## config.mk

```make
export PLATFORM = sky130hd
export DESIGN_NAME = mexp_brg
export DESIGN_NICKNAME = d
export VERILOG_FILES = /design/src/rtl/mexp_brg_pkg.sv /design/src/rtl/mexp_brg_divreg.sv /design/src/rtl/mexp_brg_base.sv /design/src/rtl/mexp_brg_chain.sv /design/src/rtl/mexp_brg_bitdiv.sv /design/src/rtl/mexp_brg.sv
export SDC_FILE = /design/constraint.sdc
export NUM_CORES = 1
export LEC_CHECK = 0
export ABC_AREA = 1
export BUFFER_PORTS_ARGS = -buffer_cell sky130_fd_sc_hd__buf_2
export CAP_MARGIN = 0
export CORE_MARGIN = 2
export CORE_UTILIZATION = 35
export CTS_BUF_LIST = sky130_fd_sc_hd__clkbuf_8
export DETAILED_ROUTE_END_ITERATION = 8
export PLACE_DENSITY = 0.57
export SYNTH_ARGS = -nofsm -noshare
export SYNTH_HDL_FRONTEND = slang
export SYNTH_SLANG_ARGS = --single-unit
```

## constraint.sdc

```tcl
create_clock -name clk_i -period 3.3 [get_ports clk_i]
set_input_delay 0.66 -clock clk_i [delete_from_list [all_inputs] [get_ports clk_i]]
set_output_delay 0.66 -clock clk_i [all_outputs]
set_load 0.1 [all_outputs]
```

## src/rtl/mexp_brg_pkg.sv

```systemverilog
`timescale 1ns/1ps
package mexp_brg_pkg;

    // Default geometry of the divisor word and the fixed dividers
    localparam int unsigned DEF_MAN_W      = 6;
    localparam int unsigned DEF_EXP_W      = 4;
    localparam int unsigned DEF_REG_W      = 8;
    localparam int unsigned DEF_BASE_DIV   = 16;
    localparam int unsigned DEF_OS_PER_BIT = 16;

    typedef logic [DEF_REG_W-1:0] reg_byte_t;

endpackage

```

## src/rtl/mexp_brg_divreg.sv

```systemverilog
`timescale 1ns/1ps
module mexp_brg_divreg #(
    parameter int unsigned REG_W = 8,
    parameter int unsigned DIV_W = 10
) (
    input  logic             clk_i,
    input  logic             rst_ni,
    input  logic             lo_wr_i,
    input  logic [REG_W-1:0] lo_data_i,
    input  logic             ctl_wr_i,
    input  logic [REG_W-1:0] ctl_data_i,
    output logic [DIV_W-1:0] div_word_o
);
    localparam int unsigned HI_W   = DIV_W - REG_W;
    localparam int unsigned HI_POS = REG_W - HI_W;

    typedef struct packed {
        logic [REG_W-1:0] lo;
        logic [HI_W-1:0]  hi;
    } state_t;

    state_t st_d, st_q;
    logic   ctl_unused;

    // Lower control bits belong to other functions of the shared byte
    assign ctl_unused = ^ctl_data_i[HI_POS-1:0];

    always_comb begin
        st_d = st_q;
        if (lo_wr_i) begin
            st_d.lo = lo_data_i;
        end
        if (ctl_wr_i) begin
            st_d.hi = ctl_data_i[REG_W-1:HI_POS];
        end
    end

    always_ff @(posedge clk_i or negedge rst_ni) begin
        if (!rst_ni) begin
            st_q <= '0;
        end else begin
            st_q <= st_d;
        end
    end

    assign div_word_o = {st_q.hi, st_q.lo};

endmodule

```

## src/rtl/mexp_brg_base.sv

```systemverilog
`timescale 1ns/1ps
module mexp_brg_base #(
    parameter int unsigned DIV = 16
) (
    input  logic clk_i,
    input  logic rst_ni,
    input  logic en_i,
    output logic tick_o
);
    generate
        if (DIV <= 1) begin : g_pass
            logic base_unused;
            assign base_unused = clk_i ^ rst_ni;
            assign tick_o      = en_i;
        end else begin : g_count
            localparam int unsigned CW = $clog2(DIV);
            localparam logic [CW-1:0] LAST = CW'(DIV - 1);

            typedef struct packed {
                logic [CW-1:0] cnt;
            } state_t;

            state_t st_d, st_q;
            logic   last;

            always_comb begin
                st_d = st_q;
                last = (st_q.cnt == LAST);
                if (!en_i) begin
                    st_d.cnt = '0;
                end else if (last) begin
                    st_d.cnt = '0;
                end else begin
                    st_d.cnt = st_q.cnt + CW'(1);
                end
            end

            always_ff @(posedge clk_i or negedge rst_ni) begin
                if (!rst_ni) begin
                    st_q <= '0;
                end else begin
                    st_q <= st_d;
                end
            end

            assign tick_o = en_i & last;
        end
    endgenerate

endmodule

```

## src/rtl/mexp_brg_chain.sv

```systemverilog
`timescale 1ns/1ps
module mexp_brg_chain #(
    parameter int unsigned MAN_W = 6,
    parameter int unsigned EXP_W = 4
) (
    input  logic                   clk_i,
    input  logic                   rst_ni,
    input  logic                   en_i,
    input  logic                   base_tick_i,
    input  logic [MAN_W+EXP_W-1:0] div_word_i,
    output logic                   os_tick_o
);
    localparam int unsigned PRE_W = (1 << EXP_W) - 1;

    typedef struct packed {
        logic [MAN_W-1:0] man_cnt;
        logic [PRE_W-1:0] pre_cnt;
        logic [MAN_W-1:0] act_man;
        logic [EXP_W-1:0] act_exp;
    } state_t;

    state_t           st_d, st_q;
    logic             man_last;
    logic             pre_last;
    logic             man_wrap;
    logic             os_tick;
    logic [PRE_W-1:0] pre_lim;
    logic [PRE_W-1:0] all_ones;

    always_comb begin
        st_d     = st_q;
        all_ones = '1;
        pre_lim  = ~(all_ones << st_q.act_exp);
        man_last = (st_q.man_cnt == st_q.act_man);
        pre_last = (st_q.pre_cnt == pre_lim);
        man_wrap = base_tick_i & man_last;
        os_tick  = man_wrap & pre_last;

        if (!en_i) begin
            st_d.man_cnt = '0;
            st_d.pre_cnt = '0;
            st_d.act_man = div_word_i[MAN_W-1:0];
            st_d.act_exp = div_word_i[MAN_W+EXP_W-1:MAN_W];
        end else begin
            if (base_tick_i) begin
                st_d.man_cnt = man_last ? '0 : st_q.man_cnt + MAN_W'(1);
            end
            if (man_wrap) begin
                st_d.pre_cnt = pre_last ? '0 : st_q.pre_cnt + PRE_W'(1);
            end
            // Divisor handoff only at terminal count
            if (os_tick) begin
                st_d.act_man = div_word_i[MAN_W-1:0];
                st_d.act_exp = div_word_i[MAN_W+EXP_W-1:MAN_W];
            end
        end
    end

    always_ff @(posedge clk_i or negedge rst_ni) begin
        if (!rst_ni) begin
            st_q <= '0;
        end else begin
            st_q <= st_d;
        end
    end

    assign os_tick_o = os_tick;

endmodule

```

## src/rtl/mexp_brg_bitdiv.sv

```systemverilog
`timescale 1ns/1ps
module mexp_brg_bitdiv #(
    parameter int unsigned RATIO = 16
) (
    input  logic clk_i,
    input  logic rst_ni,
    input  logic en_i,
    input  logic os_tick_i,
    output logic bit_tick_o
);
    generate
        if (RATIO <= 1) begin : g_pass
            logic bit_unused;
            assign bit_unused = clk_i ^ rst_ni ^ en_i;
            assign bit_tick_o = os_tick_i;
        end else begin : g_count
            localparam int unsigned CW = $clog2(RATIO);
            localparam logic [CW-1:0] LAST = CW'(RATIO - 1);

            typedef struct packed {
                logic [CW-1:0] cnt;
            } state_t;

            state_t st_d, st_q;
            logic   last;

            always_comb begin
                st_d = st_q;
                last = (st_q.cnt == LAST);
                if (!en_i) begin
                    st_d.cnt = '0;
                end else if (os_tick_i) begin
                    st_d.cnt = last ? '0 : st_q.cnt + CW'(1);
                end
            end

            always_ff @(posedge clk_i or negedge rst_ni) begin
                if (!rst_ni) begin
                    st_q <= '0;
                end else begin
                    st_q <= st_d;
                end
            end

            assign bit_tick_o = os_tick_i & last;
        end
    endgenerate

endmodule

```

## src/rtl/mexp_brg.sv

```systemverilog
`timescale 1ns/1ps
module mexp_brg #(
    parameter int unsigned MAN_W      = mexp_brg_pkg::DEF_MAN_W,
    parameter int unsigned EXP_W      = mexp_brg_pkg::DEF_EXP_W,
    parameter int unsigned REG_W      = mexp_brg_pkg::DEF_REG_W,
    parameter int unsigned BASE_DIV   = mexp_brg_pkg::DEF_BASE_DIV,
    parameter int unsigned OS_PER_BIT = mexp_brg_pkg::DEF_OS_PER_BIT
) (
    input  logic             clk_i,
    input  logic             rst_ni,
    input  logic             en_i,
    input  logic             lo_wr_i,
    input  logic [REG_W-1:0] lo_data_i,
    input  logic             ctl_wr_i,
    input  logic [REG_W-1:0] ctl_data_i,
    output logic             os_tick_o,
    output logic             bit_tick_o
);
    localparam int unsigned DIV_W = MAN_W + EXP_W;

    logic [DIV_W-1:0] div_word;
    logic             base_tick;
    logic             os_tick;
    logic             bit_tick;

    mexp_brg_divreg #(
        .REG_W (REG_W),
        .DIV_W (DIV_W)
    ) u_divreg (
        .clk_i      (clk_i),
        .rst_ni     (rst_ni),
        .lo_wr_i    (lo_wr_i),
        .lo_data_i  (lo_data_i),
        .ctl_wr_i   (ctl_wr_i),
        .ctl_data_i (ctl_data_i),
        .div_word_o (div_word)
    );

    mexp_brg_base #(
        .DIV (BASE_DIV)
    ) u_base (
        .clk_i  (clk_i),
        .rst_ni (rst_ni),
        .en_i   (en_i),
        .tick_o (base_tick)
    );

    mexp_brg_chain #(
        .MAN_W (MAN_W),
        .EXP_W (EXP_W)
    ) u_chain (
        .clk_i       (clk_i),
        .rst_ni      (rst_ni),
        .en_i        (en_i),
        .base_tick_i (base_tick),
        .div_word_i  (div_word),
        .os_tick_o   (os_tick)
    );

    mexp_brg_bitdiv #(
        .RATIO (OS_PER_BIT)
    ) u_bitdiv (
        .clk_i      (clk_i),
        .rst_ni     (rst_ni),
        .en_i       (en_i),
        .os_tick_i  (os_tick),
        .bit_tick_o (bit_tick)
    );

    assign os_tick_o  = os_tick;
    assign bit_tick_o = bit_tick;

endmodule

```

* Yosys cells after proc, flatten, opt, wreduce, memory -nomap -nowiden
Cells that the tools add are included.
Storage, ports and cells: input port bits 21, output and inout port bits 2, word-level logic and storage cells 36, flip-flop bits (word level) 49
Cells by class: mux-type cells 11, eq/ne operators 7, bitwise logic cells 5, shifts and indexed selects 1, $add $sub $neg 4
Operators by type and width (number):
- 31-bit 2-to-1 mux | 1
- 15-bit 2-to-1 mux | 2
- 4-bit 2-to-1 mux | 5
- 15-bit by 1-bit adder with 15-bit output, second input constant | 1
- 15-bit == test | 1
- 15-bit NOT | 1
- 15-bit by 4-bit << shifter with 15-bit output, first input constant | 1
- 6-bit 2-to-1 mux | 2
- 10-bit 2-to-1 mux | 1
- 4-bit by 1-bit adder with 4-bit output, second input constant | 2
- 4-bit == test, second input constant | 2
- 6-bit by 1-bit adder with 6-bit output, second input constant | 1
- 6-bit == test | 1
- 2-bit by 1-bit inequality test with 1-bit output, second input constant | 3
- 1-bit bitwise AND | 4

* Longest topological paths before layout
depth after elaboration 6, mapped depth 13, depth with buffers taken out 11

* Modules after synthesis
Synthesis repeated with hierarchy kept, for this count alone.
Second synthesis, totals: cell total of the unflattened synthesis 403, area, all modules 2827.7 µm²
By module, submodules not included:
- mexp_brg_chain | seq. area each 775.7 µm², times used 1, area an instance 2039.5 µm², cells an instance 308
- mexp_brg_divreg | seq. area each 250.2 µm², times used 1, area an instance 381.6 µm², cells an instance 43
- mexp_brg_bitdiv | seq. area each 100.1 µm², times used 1, area an instance 217.7 µm², cells an instance 30
- mexp_brg_base | seq. area each 100.1 µm², times used 1, area an instance 188.9 µm², cells an instance 22

* Worst setup path after synthesis
OpenSTA, ideal clock, no wires.
path kind input port to output port, start in en_i, end out bit_tick_o, data arrival time 2.810 ns, path slack -0.170 ns, cell stages on the path 7, cells stage by stage inv_1 -> nor2_1 -> inv_1 -> nor2_1 -> nand3_4 -> buf_2 -> nor2_1
Between the ends: cells in the longest elaborated chain, start to end 4
Ends and longest elaborated chain:
- start, declared | RTL line mexp_brg.sv:11 | input logic en_i,
- 1-bit bitwise AND | RTL line mexp_brg_base.sv:46 | assign tick_o = en_i & last;
- 1-bit bitwise AND | RTL line mexp_brg_chain.sv:36 | man_wrap = base_tick_i & man_last;
- 1-bit bitwise AND | RTL line mexp_brg_chain.sv:37 | os_tick = man_wrap & pre_last;
- 1-bit bitwise AND | RTL line mexp_brg_bitdiv.sv:45 | assign bit_tick_o = os_tick_i & last;
- end, declared | RTL line mexp_brg.sv:17 | output logic bit_tick_o
Every way passes these cells.

* Final worst setup path
start reg u_base.g_count.st_q[0] (netlist bit), end out bit_tick_o
Between the ends: cells in the longest elaborated chain, start to end 5
Ends and longest elaborated chain:
- start, declared | RTL line mexp_brg_base.sv:23 | state_t st_d, st_q;
- start signal, assigned | RTL line mexp_brg_base.sv:42 | st_q <= st_d;
- 4-bit == test | RTL line mexp_brg_base.sv:28 | last = (st_q.cnt == LAST);
- 1-bit bitwise AND | RTL line mexp_brg_base.sv:46
- 1-bit bitwise AND | RTL line mexp_brg_chain.sv:36
- 1-bit bitwise AND | RTL line mexp_brg_chain.sv:37
- 1-bit bitwise AND | RTL line mexp_brg_bitdiv.sv:45
Every way passes these cells.

==> summary.md <==
The run finished with clean final reports. The leakage power total is 1.49 nW, and the detailed router's first-iteration violation count is 140. The run gives 0 as the total inserted antenna cells. After clock tree synthesis, the clock-pin slew on the worst setup and hold paths is 90 ps. The global router's overall resource usage came out at 14.6%.

The clock insertion delay at the later pin of the skew report came out at 300 ps. The root buffer cell chosen for the clock tree is sky130_fd_sc_hd__clkbuf_8. Measured along the y axis, the die boundary spans 92.6 microns. The number of fill cells is 785, and the count of final max-slew check failures is 0. IR analysis of the VDD net gives a maximum drop of 0.196 mV. Final core utilization: 39.8%. The area growth from synthesis to layout is 10.9%. The longest clock path from root to sink contains 2 buffers. After synthesis the netlist holds a flip-flop and latch count of 49. The netlist area before placement is 2750 sq um. In this run the worst path has a maximum fanout of 7. For this run, the register share of the synthesized area comes to 44.6%. The headroom to the max-slew limit is 52.1%. CTS built an H-tree with a depth of 2.

For this run, the post-layout net count is 400. The mean area per synthesized cell was 7.65 sq um. The startpoint identified for the worst register-to-register timing path is u_base.g_count.st_q[0]$_DFF_PN0_. Setup repair after global routing left no endpoint under its margin. The first global-routing pass estimated 10200 microns of wire. For the floorplan row count, the log shows 32.

Post-CTS repair changed the size of 0 cells. In this run the worst hold path is classified as in2async. In this run, CTS created clock tree buffers numbering 5. Of the available clock period, the critical path in the final layout requires 87.0%. In this run the tool buffered the top-level ports with 16 buffer cells. Sort of element at the end of the critical path: an output pin. At the end of routability-driven placement, the weighted congestion stood at 0.868. The number of nets in the synthesized netlist is 384. Setup violations remaining at the end of the flow were counted as 0. The number of global-route vias before repair came out at 2246.

The tools report the worst setup path startpoint as u_base.g_count.st_q[0]$_DFF_PN0_. Summed over all layers, the global routing overflow is 0. The tools report the kind of start point of the critical path as a flop.

The region available for standard cell placement spans 7650 sq um. In this run the power density over the cells is 387 nW/um^2. The pre-antenna-repair detailed-routing pass consisted of 4 iterations. The slew at the pin closest to its max-slew limit was 719 ps. The final setup skew was 7.48 ps; the number of antenna violations at the first check in global routing was 0.

The number of setup buffers added after CTS is 0, and the number of standard cells after synthesis is 359. Yosys mapped the design onto 26 distinct sky130hd cell types. After clock tree synthesis, the flow added hold-fix buffers numbering 0.

Entering global routing, the biggest net connects 32 pins. Timing would allow up to 348 MHz. The final hold violation count is 0, and the sum of negative setup slack is 0 ps.

Arrival time reported for the critical path endpoint: 2210 ps. TritonCTS built the clock tree. After detailed routing, the number of vias per cell comes to 4.82.

The post-route netlist has 11.7% of its cells at a drive strength greater than 1. Summing over every cut layer, the via total after detailed routing is 2298. In the final routed layout, each cell accounts on average for 11.8 microns. The routed design could run at a clock period as short as 2870 ps. The number of top-level pins came out at 23. Once detail routing completed, the nets flagged for antenna violations numbered 0. Wire length reported by the detailed router: 5650 microns.

The total number of clock tree sinks is 49, and the die area is 8570 sq um. The number of maximum-capacitance constraint violations was 0; the width of the chip was 92.6 microns. By startpoint and endpoint, the worst setup path is classified as reg2out. In the routed design, unresolved DRC markers number 0. The HPWL after detailed placement is 4140 microns. The logs give 35.9% for the starting density of the core and 0 for the total of warnings raised by yosys.

At the worst endpoint, the required time is 2640 ps.
sequential cells by signal (all words and copies together), names as in the netlist:
name	flops
u_base.g_count.st_q	4
u_bitdiv.g_count.st_q	4
u_chain.st_q	31
u_divreg.div_word_o	10
synth_stat cells, drive strengths merged:
library cell | instances | area [sq um]
xnor2 | 1 | 8.76
o21ai | 17 | 85.1
xor2 | 14 | 123
ha | 4 | 50.1
a32o | 1 | 10.0
nand3 | 47 | 248
clkbuf | 4 | 15.0
nand2 | 111 | 427
nand4 | 6 | 37.5
mux2 | 10 | 113
o21bai | 1 | 7.51
buf | 6 | 38.8
nor2 | 36 | 143
a21oi | 5 | 25.0
inv | 39 | 146
dfrtp | 49 | 1230
o22ai | 3 | 18.8
nor3 | 5 | 25.0
path summary, 6_finish.rpt:
kind	end	depth (start not counted)	slack [ps]
setup / recovery	bit_tick_o	10	430
hold / removal	u_chain.st_q[21]$_DFFE_PN0P_	1	410
setup reg to reg	u_chain.st_q[6]$_DFFE_PN0P_	12	1110
hold reg to reg	u_base.g_count.st_q[0]$_DFF_PN0_	1	460
max in group asynchronous	u_chain.st_q[10]$_DFFE_PN0P_	2	2160
min in group clk_i	u_base.g_count.st_q[0]$_DFF_PN0_	1	460
per-layer routing:
layer | share of wire (%) | track usage (%) | vias to the layer above | wire length, microns
met5 | 0 | 0 | - | 0
met4 | 1.3 | 4.60 | 0 | 72
met3 | 2.4 | 2.12 | 7 | 135
met2 | 45 | 23.1 | 30 | 2530
met1 | 52 | 20.7 | 1082 | 2910
li1 | - | - | 1179 | -
report_power, final:
group          total [mW]  leakage, nW  internal, mW  switching (mW)
Combinational       0.149        0.806        0.0574          0.0920
Clock               0.366       0.0433         0.166           0.200
Sequential          0.663        0.640         0.631          0.0316
Total                1.18         1.49         0.855           0.324
final cells by class:
type	count	area (sq um)	share of cell area (%)
Clock buffer	6	82.6	2.71
Clock inverter	1	7.51	0.247
Inverter	39	146	4.81
Multi-Input combinational cell	261	1320	43.4
Sequential cell	49	1230	40.3
Tap cell	102	128	4.19
Timing Repair Buffer	19	133	4.35
layout by cell type, fill, tap and decap left out, types with 5 or more instances in the layout:
master and n:
sky130_fd_sc_hd__clkbuf_8 6, sky130_fd_sc_hd__nor2_1 32, sky130_fd_sc_hd__buf_2 14, sky130_fd_sc_hd__a21oi_1 5
sky130_fd_sc_hd__nand2_1 109, sky130_fd_sc_hd__dfrtp_1 49, sky130_fd_sc_hd__mux2_2 10, sky130_fd_sc_hd__nand4_1 6
sky130_fd_sc_hd__nand3_1 46, sky130_fd_sc_hd__xor2_1 14, sky130_fd_sc_hd__nor3_1 5, sky130_fd_sc_hd__inv_1 38
sky130_fd_sc_hd__o21ai_0 15
through the flow:
step,power [mW],hold slack (ps),std cells,worst slack [ps],area (sq um)
final,1.18,406,477,428,3050
after global routing,1.24,485,477,187,3050
after CTS,1.19,437,477,390,3050
after detailed placement,0.825,458,470,650,2960
after global placement,0.823,451,470,659,2960
after floorplan,0.779,364,359,296,2750
cells by family after synthesis:
| family | after synthesis | share of synthesized area (%) |
|---|---|---|
| AND/OR/NAND/NOR | 205 | 32.0 |
| flip-flops | 49 | 44.6 |
| XOR/XNOR | 15 | 4.78 |
| adder cells (fa/ha/maj) | 4 | 1.82 |
| multiplexers | 10 | 4.10 |
| buffers and inverters | 49 | 7.29 |
| AO/OA/AOI/OAI | 27 | 5.33 |
worst max-delay path, stage by stage, from the launching register on:
cell and delay (ps):
sky130_fd_sc_hd__dfrtp_1 380, sky130_fd_sc_hd__ha_1 170, sky130_fd_sc_hd__nand2_1 70, sky130_fd_sc_hd__nor2_1 90, sky130_fd_sc_hd__inv_1 70, sky130_fd_sc_hd__nor2_1 200
sky130_fd_sc_hd__inv_1 60, sky130_fd_sc_hd__nor2_1 340, sky130_fd_sc_hd__nand3_4 180, sky130_fd_sc_hd__nor2_2 160, sky130_fd_sc_hd__buf_12 190
No activity file was read; power rests on OpenSTA's default activity.
